File: src/rtl/sertx_pkg.sv
package sertx_pkg;
  typedef enum logic [2:0] {
    ST_IDLE, ST_START, ST_DATA, ST_PAR, ST_STOP
  } tx_state_e;

  typedef enum logic [1:0] {
    PAR_NONE = 2'd0, PAR_EVEN = 2'd1, PAR_ODD = 2'd2, PAR_FORCE = 2'd3
  } par_mode_e;

  localparam int unsigned OVS = 16;
endpackage

File: src/rtl/sertx_baud.sv
module sertx_baud #(
  parameter int unsigned DIV_W = 16
) (
  input  logic             clk_i,
  input  logic             rst_ni,
  input  logic [DIV_W-1:0] div_i,
  output logic             tick_o
);
  localparam int unsigned CNT_W = DIV_W + 1;

  logic [CNT_W-1:0] cnt_q;
  logic [CNT_W-1:0] lim;

  // a divider of 0 behaves as 1; one tick per 2*div clocks
  always_comb begin
    lim = {(div_i == '0) ? {{(DIV_W-1){1'b0}}, 1'b1} : div_i, 1'b0};
  end

  assign tick_o = (cnt_q >= lim - 1'b1);

  always_ff @(posedge clk_i or negedge rst_ni) begin
    if (!rst_ni)     cnt_q <= '0;
    else if (tick_o) cnt_q <= '0;
    else             cnt_q <= cnt_q + 1'b1;
  end

  assert_tick_spacing_R6: assert property (@(posedge clk_i) disable iff (!rst_ni)
    tick_o |=> !tick_o);
endmodule

File: src/rtl/sertx_hold.sv
module sertx_hold #(
  parameter int unsigned DW = 8
) (
  input  logic          clk_i,
  input  logic          rst_ni,
  input  logic          wr_i,
  input  logic [DW-1:0] data_i,
  input  logic          take_i,
  output logic          full_o,
  output logic [DW-1:0] data_o
);
  logic          full_q;
  logic [DW-1:0] data_q;

  always_ff @(posedge clk_i or negedge rst_ni) begin
    if (!rst_ni) begin
      full_q <= 1'b0;
      data_q <= '0;
    end else if (take_i) begin
      full_q <= 1'b0;
    end else if (wr_i && !full_q) begin
      full_q <= 1'b1;
      data_q <= data_i;
    end
  end

  assign full_o = full_q;
  assign data_o = data_q;

  assert_write_ignored_R9: assert property (@(posedge clk_i) disable iff (!rst_ni)
    full_q |=> (!full_q || $stable(data_q)));
endmodule

File: src/rtl/sertx_shift.sv
module sertx_shift
  import sertx_pkg::*;
#(
  parameter int unsigned DW = 8
) (
  input  logic          clk_i,
  input  logic          rst_ni,
  input  logic          tick_i,
  input  logic          hold_full_i,
  input  logic [DW-1:0] hold_data_i,
  input  logic [1:0]    data_bits_i,
  input  logic [1:0]    parity_i,
  input  logic          force_par_i,
  input  logic [1:0]    stop_i,
  input  logic          cts_en_i,
  input  logic          cts_ok_i,
  output logic          take_o,
  output logic          tx_o,
  output logic          idle_o
);
  localparam int unsigned SUB_W = $clog2(2*OVS);
  localparam int unsigned BIT_W = $clog2(DW);

  tx_state_e         state_q;
  logic [SUB_W-1:0]  sub_q;
  logic [BIT_W-1:0]  bit_q;
  logic [DW-1:0]     sh_q;
  logic [1:0]        dbits_q;
  logic [1:0]        stop_q;
  logic              par_en_q;
  logic              par_q;
  logic [SUB_W-1:0]  last_sub;
  logic              last;
  logic              can_go;
  logic              launch;
  logic [DW-1:0]     mask;
  logic              par_new;

  always_comb begin
    last_sub = SUB_W'(OVS - 1);
    if (state_q == ST_STOP) begin
      unique case (stop_q)
        2'd0:    last_sub = SUB_W'(OVS - 1);
        2'd1:    last_sub = SUB_W'(OVS + OVS/2 - 1);
        default: last_sub = SUB_W'(2*OVS - 1);
      endcase
    end
  end

  assign last   = (sub_q == last_sub);
  assign can_go = hold_full_i && (!cts_en_i || cts_ok_i);
  assign launch = tick_i && can_go &&
                  ((state_q == ST_IDLE) || (state_q == ST_STOP && last));

  always_comb begin
    mask = {DW{1'b1}} >> (2'd3 - data_bits_i);
    unique case (par_mode_e'(parity_i))
      PAR_EVEN:  par_new = ^(hold_data_i & mask);
      PAR_ODD:   par_new = ~^(hold_data_i & mask);
      PAR_FORCE: par_new = force_par_i;
      default:   par_new = 1'b0;
    endcase
  end

  always_ff @(posedge clk_i or negedge rst_ni) begin
    if (!rst_ni) begin
      state_q  <= ST_IDLE;
      sub_q    <= '0;
      bit_q    <= '0;
      sh_q     <= '0;
      dbits_q  <= '0;
      stop_q   <= '0;
      par_en_q <= 1'b0;
      par_q    <= 1'b0;
    end else if (launch) begin
      state_q  <= ST_START;
      sub_q    <= '0;
      sh_q     <= hold_data_i;
      dbits_q  <= data_bits_i;
      stop_q   <= stop_i;
      par_en_q <= (parity_i != PAR_NONE);
      par_q    <= par_new;
    end else if (tick_i && state_q != ST_IDLE) begin
      if (!last) begin
        sub_q <= sub_q + 1'b1;
      end else begin
        sub_q <= '0;
        unique case (state_q)
          ST_START: begin
            state_q <= ST_DATA;
            bit_q   <= '0;
          end
          ST_DATA: begin
            sh_q <= sh_q >> 1;
            if (bit_q == BIT_W'({1'b0, dbits_q}) + BIT_W'(4))
              state_q <= par_en_q ? ST_PAR : ST_STOP;
            else
              bit_q <= bit_q + 1'b1;
          end
          ST_PAR:  state_q <= ST_STOP;
          default: state_q <= ST_IDLE;
        endcase
      end
    end
  end

  always_comb begin
    unique case (state_q)
      ST_START: tx_o = 1'b0;
      ST_DATA:  tx_o = sh_q[0];
      ST_PAR:   tx_o = par_q;
      default:  tx_o = 1'b1;
    endcase
  end

  assign take_o = launch;
  assign idle_o = (state_q == ST_IDLE);

  assert_sub_on_tick_R6: assert property (@(posedge clk_i) disable iff (!rst_ni)
    !tick_i |=> $stable(sub_q));
  assert_cts_gate_R10: assert property (@(posedge clk_i) disable iff (!rst_ni)
    $rose(state_q == ST_START) |-> $past(!cts_en_i || cts_ok_i));
  assert_launch_takes_hold_R7: assert property (@(posedge clk_i) disable iff (!rst_ni)
    $rose(state_q == ST_START) |-> $past(hold_full_i));
endmodule

File: src/rtl/serial_tx.sv
module serial_tx #(
  parameter int unsigned DW    = 8,
  parameter int unsigned DIV_W = 16
) (
  input  logic          clk_i,
  input  logic          rst_ni,
  input  logic [7:0]    div_hi_i,
  input  logic [7:0]    div_lo_i,
  input  logic [1:0]    data_bits_i,
  input  logic [1:0]    parity_i,
  input  logic          force_par_i,
  input  logic [1:0]    stop_i,
  input  logic          cts_en_i,
  input  logic          cts_ok_i,
  input  logic          wr_i,
  input  logic [DW-1:0] wr_data_i,
  output logic          tx_o,
  output logic          hold_empty_o,
  output logic          all_empty_o
);
  logic          tick;
  logic          take;
  logic          hold_full;
  logic [DW-1:0] hold_data;
  logic          sh_idle;

  sertx_baud #(.DIV_W(DIV_W)) i_baud (
    .clk_i  (clk_i),
    .rst_ni (rst_ni),
    .div_i  (DIV_W'({div_hi_i, div_lo_i})),
    .tick_o (tick)
  );

  sertx_hold #(.DW(DW)) i_hold (
    .clk_i  (clk_i),
    .rst_ni (rst_ni),
    .wr_i   (wr_i),
    .data_i (wr_data_i),
    .take_i (take),
    .full_o (hold_full),
    .data_o (hold_data)
  );

  sertx_shift #(.DW(DW)) i_shift (
    .clk_i       (clk_i),
    .rst_ni      (rst_ni),
    .tick_i      (tick),
    .hold_full_i (hold_full),
    .hold_data_i (hold_data),
    .data_bits_i (data_bits_i),
    .parity_i    (parity_i),
    .force_par_i (force_par_i),
    .stop_i      (stop_i),
    .cts_en_i    (cts_en_i),
    .cts_ok_i    (cts_ok_i),
    .take_o      (take),
    .tx_o        (tx_o),
    .idle_o      (sh_idle)
  );

  assign hold_empty_o = !hold_full;
  assign all_empty_o  = !hold_full && sh_idle;

  assert_empty_line_idle_R8: assert property (@(posedge clk_i) disable iff (!rst_ni)
    all_empty_o |-> tx_o);
endmodule

File: config.mk
export PLATFORM = sky130hd
export DESIGN_NAME = serial_tx
export DESIGN_NICKNAME = d
export VERILOG_FILES = /design/src/rtl/sertx_pkg.sv /design/src/rtl/sertx_baud.sv /design/src/rtl/sertx_hold.sv /design/src/rtl/sertx_shift.sv /design/src/rtl/serial_tx.sv
export SDC_FILE = /design/constraint.sdc
export NUM_CORES = 1
export LEC_CHECK = 0
export BUFFER_PORTS_ARGS = -buffer_cell sky130_fd_sc_hd__buf_2
export CELL_PAD_IN_SITES_DETAIL_PLACEMENT = 0
export CELL_PAD_IN_SITES_GLOBAL_PLACEMENT = 1
export CORE_MARGIN = 2
export CORE_UTILIZATION = 45
export CTS_BUF_LIST = sky130_fd_sc_hd__clkbuf_16
export CTS_CLUSTER_SIZE = 24
export DETAILED_ROUTE_END_ITERATION = 6
export HOLD_SLACK_MARGIN = 0.1
export PLACE_DENSITY_LB_ADDON = 0.12
export SLEW_MARGIN = 25
export SYNTH_ARGS = -nofsm -noshare
export SYNTH_HDL_FRONTEND = slang
export SYNTH_SLANG_ARGS = --single-unit
File: constraint.sdc
create_clock -name clk_i -period 2.5 [get_ports clk_i]
set_clock_uncertainty 0.05 [all_clocks]
set_input_delay 0.75 -clock clk_i [delete_from_list [all_inputs] [get_ports clk_i]]
set_output_delay 0.75 -clock clk_i [all_outputs]
set_load 0.02 [all_outputs]
==> metrics.txt, run 1 <==
status=finished with violations; violated checks=setup timing; Placement Rows=30; # Max-Cap Violations=0; most common cell in the netlist=dfrtp_1; crit end category=flip-flop; Comb power frac=41.9%; Sw Pwr=1220 uW; pwr dens=804 mW/mm2; Synth area leaders=dfrtp_1 (40%), ha_1 (7.8%), xnor2_1 (6.0%); clock network power share=20.7%; Syn Nets=387; WL/cell=14.2 um; ANT cells=0; largest net degree at the start of global routing=52; Internal=2140 uW; vias in the first global route=2,657; Initial DRC Count=48; area grow syn2layout=30.1%; Fin Setup TNS=-45.00 ns; Top-Level Pins=39; Leakage=0.00192 uW; CP Max Fanout=6; crit path launch type=input port; DR vias/cell=5.25; IO buf count=38; HPWL after DPL=5370 um; gr usage total=20.2%; Final Hold Violating Endpoints=0; Initial Util=46.9%; number of H-tree levels=2; top cells by count, synth=dfrtp_1 (51), nor2_1 (27), nand2_1 (23), xnor2_1 (22), ha_1 (20); final period utilization=146%; WS Path Type=in -> reg; die area=0.00782 mm2; Ys Warns=0; Sw Share=36.3%; core area=0.00683 mm2; post-synthesis cell area=0.00321 mm2; synthesized area per cell=9.69 um2; CTS tree=built; Routed Antenna Nets=0; Worst Tran Pin Value=0.655 ns; cell accounting for the most synthesized area=dfrtp_1; max-slew violation count=0; Data arrival, critical path=3.83 ns; first-pass GRT wire length=12,300 um; Seq cells post-synth=51; Die H=88.4 um; DP Worst Slack=-1.68 ns; final WL=7250 um; fillcell total=599; post-route minimum period=3.65 ns; CTS sink cnt=51; via count=2,681; total gr overflow=0; Peak supply drop=0.719 mV; Synth Instances=331; Root Driver=clkbuf_16; post-synth top area share=39.8%; layout cells sized above 1=33.5%; initial antenna violation count=0; # setup viols final=43; clock buffer depth=2; Final Wtd Congestion=0.818; fmax=0.274 GHz; Seq/Total Area, Yosys=39.8%; clock latency on the worst-skew pair=0.29 ns; cts hold-fix bufs=0; FFs w/ async S/R, synth=100%; post-synth cell types=55; worst path required time=2.67 ns; CTS buffer count=5; die width=88.4 um; Post-synth EDFFs=0; nets=470; RSZ-0062 raised after global routing=true; Slew Limit Headroom=56.4%; final worst setup slack=-1.15 ns; length of the first detailed-routing pass in iterations=4; final core occ=61.1%; clk slew on worst S/H paths=0.07 ns; sequential share of power=37.4%; Hold Crit Class=reg -> reg; Post-route DRC=0; Synth Flop Type=dfrtp_1
## layer usage
| metal | routed length, um | share of wire (%) | global-route usage [%] | vias up |
|---|---|---|---|---|
| met3 | 212 | 2.9 | 3.45 | 7 |
| met5 | 0 | 0 | 0 | - |
| li1 | - | - | - | 1355 |
| met2 | 3550 | 49 | 35.0 | 51 |
| met1 | 3410 | 47 | 26.2 | 1268 |
| met4 | 82 | 1.1 | 5.23 | 0 |
## flip-flops by register name, summed over array words and instances (netlist names)
signal / flops
i_shift.state_q: 3
i_shift.par_q: 1
i_shift.sub_q: 5
i_baud.cnt_q: 17
i_shift.stop_q: 2
i_shift.bit_q: 3
i_hold.data_o: 8
i_shift.dbits_q: 2
i_shift.sh_q: 8
i_shift.par_en_q: 1
i_hold.full_o: 1
## repair_timing
item | CTS | global route
resized for setup | 28 | 3
pin swaps | 13 | 2
endpoints found under the setup margin | 43 | 43
cloned | 0 | 0
buffers inserted | 6 | 1
## cell type report
type / count / area, um2 / share of cell area (%)
multi-input cells: 257 / 1970 / 47.2
flip-flops and latches: 51 / 1280 / 30.6
repair buffers: 85 / 604 / 14.5
clock buffers: 5 / 125 / 3.00
well taps: 96 / 120 / 2.88
inverters: 14 / 52.6 / 1.26
clock inverters: 3 / 22.5 / 0.540
## layout by cell type, fill, tap and decap left out, types with 7 or more instances in the layout
master,netlist,layout
a21oi_1,17,14
a2bb2oi_1,7,7
buf_2,1,35
buf_4,1,38
buf_6,2,11
dfrtp_1,51,51
ha_1,20,19
inv_1,14,14
mux2_2,8,8
nand2_1,23,20
nand3_1,14,14
nand4_1,7,7
nor2_1,27,26
o21ai_0,12,9
o22ai_1,9,9
or3_1,8,7
xnor2_1,22,21
xor2_1,10,10
## power by group through the flow
| stage | clock network (uW) | registers (uW) | logic (uW) |
|---|---|---|---|
| 2_1_floorplan | 0 | 1220 | 1010 |
| 3_3_place_gp | 0 | 1270 | 1320 |
| 3_5_place_dp | 0 | 1260 | 1350 |
| 4_1_cts | 707 | 1260 | 1410 |
| 5_1_grt | 740 | 1290 | 1570 |
| 6_report | 694 | 1260 | 1410 |
## through the flow
stage / total power, uW / std cells / hold WS [ns] / instance area [um2]
finish: 3350 / 511 / 0.459 / 4170
global route: 3600 / 511 / 0.484 / 4170
CTS: 3380 / 510 / 0.461 / 4140
detailed placement: 2610 / 496 / 0.437 / 3840
global placement: 2590 / 496 / 0.427 / 3840
floorplan: 2230 / 331 / 0.399 / 3300
## worst paths after layout
check | start | end | slack, ns | depth (start not counted)
worst min register to register | i_shift.par_en_q | i_shift.par_en_q | 0.46 | 2
max in group asynchronous | rst_ni | i_baud.cnt_q[15] | 1.44 | 2
worst min-delay path | i_shift.par_en_q | i_shift.par_en_q | 0.46 | 2
worst max register to register | i_shift.state_q[1] | i_shift.dbits_q[1] | 0.22 | 7
min in group asynchronous | rst_ni | i_hold.data_o[4] | 0.50 | 2
worst max-delay path | div_lo_i[5] | i_shift.state_q[2] | -1.15 | 16
## critical path, cell delays in order
cell and delay (ns):
buf_6 0.09, or4_4 0.54, nor3b_2 0.21, a21oi_2 0.09, ha_2 0.21, nand2_2 0.06, or3_4 0.15, nor3_4 0.05
xnor2_2 0.13, ha_1 0.30, nand4_1 0.14, nor3_2 0.18, o2111ai_2 0.14, and4_4 0.20, or4_4 0.51, o21ai_2 0.06
## kinds of logic after synthesis
logic type | synth area share, %
xor+xnor | 8.74
fa+ha+maj | 7.80
buf+inv | 3.32
flops | 39.8
mux | 6.59
simple gates | 19.6
compound gates | 14.1
No activity file was read; power rests on OpenSTA's default activity.
==> inputs of run 2 (changes only) <==
--- a/config.mk
+++ b/config.mk
@@ -10,7 +10,6 @@
 export CELL_PAD_IN_SITES_GLOBAL_PLACEMENT = 1
 export CORE_MARGIN = 2
 export CORE_UTILIZATION = 45
-export CTS_BUF_LIST = sky130_fd_sc_hd__clkbuf_16
 export CTS_CLUSTER_SIZE = 24
 export DETAILED_ROUTE_END_ITERATION = 6
 export HOLD_SLACK_MARGIN = 0.1
==> run 2 against run 1 <==
Via count down 1.0%. Clock-buffer cell count is the same. Global-route usage fell by 0.22 points. The flow still finishes with violations (setup timing). Core utilization down 0.82 points. Combinational power about the same. Die area unchanged. Cell area down 1.3%. Register-to-register slack hardly changed. Critical path depth unchanged. Sequential share of layout area grew 0.42 points. Largest power group unchanged.
==> metrics.txt, run 2 (synthesized netlist as in run 1, its figures left out) <==
DR vias/cell=5.19; reg2reg setup slack=0.21 ns; layout cells sized above 1=33.5%; slowest cell delay on critical path=0.54 ns; Root Driver=clkbuf_8; Hold Crit Start=i_baud.cnt_q[0]; CTS sink cnt=51; Placement Rows=30; RSZ-0062 raised after global routing=true; worst reg2reg path depth=7; design area=0.00412 mm2; final WL=7190 um; IO buf count=38; ANT cells=0; clock buffer depth=2; violated checks=setup timing; Die H=88.4 um; first-pass GRT wire length=12,200 um; final period utilization=145%; Internal=1960 uW; cell mode on critical path=or4_4; fillcell total=604; die width=88.4 um; Leakage=0.00190 uW; Multi-input gate area=0.00197 mm2; area grow syn2layout=28.3%; length of the first detailed-routing pass in iterations=4; Top-Level Pins=39; Final Hold Violating Endpoints=0; WS Path Type=in -> reg; max reg flops=17; Initial Util=46.9%; WL/cell=14.1 um; Hold Crit Class=reg -> reg; crit end category=flip-flop; status=finished with violations; max-slew violation count=0; CTS tree=built; clock latency on the worst-skew pair=0.31 ns; CTS buffer count=5; Sw Share=37.8%; sequential cell area=0.00128 mm2; most common cell after layout, fill and taps aside=dfrtp_1; worst path required time=2.70 ns; RR Startpoint=i_shift.state_q[1]; # setup viols final=43; Worst Tran Pin Value=0.647 ns; CP Max Fanout=6; clock network power share=15.7%; post-route insts no fill=511; HPWL after DPL=5370 um; Final Wtd Congestion=0.818; reg-to-reg critical path endpoint=i_shift.dbits_q[1]; die area=0.00782 mm2; final worst setup slack=-1.13 ns; fmax=0.276 GHz; post-route minimum period=3.63 ns; most frequent cells in the layout=dfrtp_1 (51), buf_4 (38), buf_2 (35); Sw Pwr=1190 uW; largest net degree at the start of global routing=52; hold path depth=1; via count=2,653; total gr overflow=0; Cells after DPL=496; nets=470; vias in the first global route=2,644; gr usage total=20.0%; Comb power frac=44.6%; initial antenna violation count=0; number of H-tree levels=2; Peak supply drop=0.720 mV; Cell Area, Placed=0.00384 mm2; Data arrival, critical path=3.82 ns; clk slew on worst S/H paths=0.10 ns; crit path launch type=input port; CP cell instances=buf_6 > or4_4 > nor3b_2 > a21oi_2 > ha_2 > nand2_2 > or3_4 > nor3_4 > xnor2_2 > ha_1 > nand4_1 > nor3_2 > o2111ai_2 > and4_4 > or4_4 > o21ai_2; # Max-Cap Violations=0; Crit. Startpoint=div_lo_i[5]; Post-route DRC=0; Slowest-stage cell, CP=or4_4; Fin Setup TNS=-43.98 ns; final core occ=60.2%; DP Worst Slack=-1.68 ns; pwr dens=767 mW/mm2; Routed Antenna Nets=0; Largest Register=i_baud.cnt_q; core area=0.00683 mm2; sequential share of power=39.6%; Initial DRC Count=35; Slew Limit Headroom=56.8%; hold path endpoint=i_baud.cnt_q[0]
run 2: cell counts in the layout (fill, tap and decap cells not counted):
Identical to the previous run, type by type.
run 2: layer usage:
layer  global-route usage (%)  up-vias  wire length, um
met5                        0        -                0
met4                     5.10        0               87
met1                     26.3     1245             3430
met3                     2.71        8              181
met2                     34.7       41             3480
li1                         -     1359                -
run 2: what timing repair did:
action	CTS	global route
pin swaps	13	1
resized for setup	28	3
endpoints found under the setup margin	43	43
setup buffers	6	1
hold buffers	0	0
run 2: critical path, delay by kind of cell:
| kind | cells | cell delay [ns] |
|---|---|---|
| AO/OA/AOI/OAI | 3 | 0.29 |
| XOR/XNOR | 1 | 0.13 |
| adder cells (fa/ha/maj) | 2 | 0.50 |
| buffers and inverters | 1 | 0.09 |
| AND/OR/NAND/NOR | 9 | 2.04 |
run 2: how the worst max path moves through the flow:
stage                                    end  slack (ns)  depth (start not counted)
after global placement    i_shift.state_q[2]       -1.57                         16
after CTS                 i_shift.state_q[2]       -1.14                         16
final                     i_shift.state_q[2]       -1.13                         16
after detailed placement  i_shift.state_q[2]       -1.68                         16
after global routing      i_shift.dbits_q[1]       -1.32                         17
after floorplan           i_shift.state_q[2]       -1.45                         16
run 2: cell type report:
class,instances,area share [%]
clock buffer,5,1.67
clock inverter,3,0.547
inverter,14,1.28
multi-input combinational,257,47.9
sequential,51,31.0
tap,96,2.92
timing repair buffer,85,14.7
run 2: power by group through the flow:
stage	registers [uW]	clock network, uW	logic (uW)
final	1250	497	1410
after global placement	1270	0	1320
after CTS	1250	510	1410
after floorplan	1220	0	1010
after detailed placement	1260	0	1350
after global routing	1290	540	1570
run 2: through the flow:
stage	total power (uW)	hold WS [ns]
floorplan	2230	0.399
global placement	2590	0.427
detailed placement	2610	0.437
CTS	3170	0.455
global route	3400	0.472
finish	3160	0.450
==> inputs of run 3 (changes only) <==
--- a/config.mk
+++ b/config.mk
@@ -8,11 +8,11 @@
 export BUFFER_PORTS_ARGS = -buffer_cell sky130_fd_sc_hd__buf_2
 export CELL_PAD_IN_SITES_DETAIL_PLACEMENT = 0
 export CELL_PAD_IN_SITES_GLOBAL_PLACEMENT = 1
-export CORE_MARGIN = 2
 export CORE_UTILIZATION = 45
 export CTS_CLUSTER_SIZE = 24
 export DETAILED_ROUTE_END_ITERATION = 6
 export HOLD_SLACK_MARGIN = 0.1
+export MAX_ROUTING_LAYER = met4
 export PLACE_DENSITY_LB_ADDON = 0.12
 export SLEW_MARGIN = 25
 export SYNTH_ARGS = -nofsm -noshare
==> run 3 against run 2 <==
The run still ends with setup timing left. Combinational power rose by 11%. Via count is 3.4% higher. Final cell count increased by 0.20%. Maximum frequency fell by 1.4%. Worst hold slack got worse by 0.10 ns. Setup slack got worse by 0.052 ns. Wire length is 3.4% higher. Flip-flop and latch count did not move. Cell area is 4.2% higher. Power increased by 6.1%. Critical path type unchanged. Critical endpoint is now i_shift.bit_q[0]. Largest cell class unchanged.
==> metrics.txt, run 3 (synthesized netlist as in run 1, its figures left out) <==
max-slew violation count=0; Hold Slack=0.347 ns; RSZ-0062 raised after global routing=true; Initial DRC Count=73; crit end category=flip-flop; crit path launch type=input port; status=finished with violations; max reg flops=17; Critical path buffers and inverters=3; global routing usage on met3=3.14%; Root Driver=clkbuf_8; CTS buffer count=5; Slowest-stage cell, CP=or4_4; WL/cell=14.5 um; Most Crowded Layer GR=met2; IO buf count=38; fmax=0.272 GHz; Top-Level Pins=39; slowest cell delay on critical path=0.55 ns; Final Total Pwr=3350 uW; worst path required time=2.65 ns; most common cell after layout, fill and taps aside=dfrtp_1; # setup viols final=43; Final Wtd Congestion=0.802; ANT cells=0; delay-heaviest family, CP=simple AND/OR/NAND/NOR gates; die area=0.00747 mm2; Worst Tran Pin Value=0.686 ns; Placement Rows=30; clock buffer depth=2; pwr dens=782 mW/mm2; clock latency on the worst-skew pair=0.32 ns; DR vias/cell=5.36; first-pass GRT wire length=12,500 um; HPWL after DPL=5420 um; violated checks=setup timing; length of the first detailed-routing pass in iterations=4; initial antenna violation count=0; final worst setup slack=-1.18 ns; die width=86.4 um; final period utilization=147%; CTS sink cnt=51; WS Path Type=in -> reg; via count=2,742; post-route insts no fill=512; CTS tree=built; layout cells sized above 1=38.2%; Data arrival, critical path=3.83 ns; area grow syn2layout=33.7%; Fin Setup TNS=-45.34 ns; Initial Util=46.9%; met2 Track Usage GR=38.7%; Die H=86.4 um; Routed Antenna Nets=0; # Max-Cap Violations=0; clk slew on worst S/H paths=0.11 ns; largest net degree at the start of global routing=52; Post-route DRC=0; number of H-tree levels=2; nets=471; most frequent cells in the layout=dfrtp_1 (51), buf_4 (37), buf_2 (36); total gr overflow=0; CP Max Fanout=5; Hold Crit Class=in -> async; final WL=7430 um; CP cell instances=buf_6 > or4_4 > nor3b_4 > a21oi_2 > ha_2 > nand2_2 > or3_4 > nor3_2 > xnor2_1 > ha_1 > nand4_1 > buf_4 > o21ba_4 > nand4_1 > buf_6 > nand2_4 > mux2_4; vias in the first global route=2,724; post-route minimum period=3.68 ns; Peak supply drop=0.628 mV; Final Hold Violating Endpoints=0; Largest Register=i_baud.cnt_q; cts hold-fix bufs=0; Leakage=0.00194 uW; Slew Limit Headroom=53.0%; Cells after DPL=496; grt met1 use=26.6%; core area=0.00683 mm2; gr usage total=22.0%; final core occ=62.8%
-- run 3: timing repair --
action                     CTS  global route
pin swaps                   10             6
setup buffers                3             3
cloned                       1             1
resized for setup           40            16
setup endpoints to repair   43            43
-- run 3: layer usage --
metal / up-vias / routed length (um)
met1: 1317 / 3330
met2: 55 / 3800
li1: 1363 / -
met3: 7 / 218
met4: 0 / 80
met5: - / 0
-- run 3: through the flow --
| stage | setup slack [ns] | area (um2) |
|---|---|---|
| 6_report | -1.18 | 4290 |
| 4_1_cts | -1.12 | 4180 |
| 5_1_grt | -1.30 | 4290 |
| 3_3_place_gp | -1.59 | 3850 |
| 2_1_floorplan | -1.45 | 3300 |
| 3_5_place_dp | -1.63 | 3850 |
-- run 3: worst register-to-register path, delay by kind of cell, from the launching register on --
family | cells | cell delay (ns)
AOI/OAI and AO/OA | 3 | 0.62
DFF | 1 | 0.40
muxes | 1 | 0.59
and+or+nand+nor | 2 | 0.63
-- run 3: report_power, final --
group	internal, uW	total [uW]	switching [uW]
sequential	1050	1260	212
clock	213	523	310
combinational	780	1570	786
-- run 3: final cells by class --
cell class	instances	area, um2
repair buffers	85	637
well taps	96	120
clock buffers	5	68.8
multi-input cells	258	2100
fillers	594	2540
flip-flops and latches	51	1280
clock inverters	3	33.8
inverters	14	52.6
-- run 3: final timing paths --
kind,startpoint,end,slack [ns],cells past startpoint
worst max register to register,i_shift.state_q[1],i_shift.state_q[1],0.12,6
worst max-delay path,div_lo_i[5],i_shift.bit_q[0],-1.18,17
max in group asynchronous,rst_ni,i_shift.sub_q[1],1.80,2
worst min register to register,i_baud.cnt_q[0],i_baud.cnt_q[0],0.44,1
min in group clk_i,i_baud.cnt_q[0],i_baud.cnt_q[0],0.44,1
worst min-delay path,rst_ni,i_hold.data_o[4],0.35,2
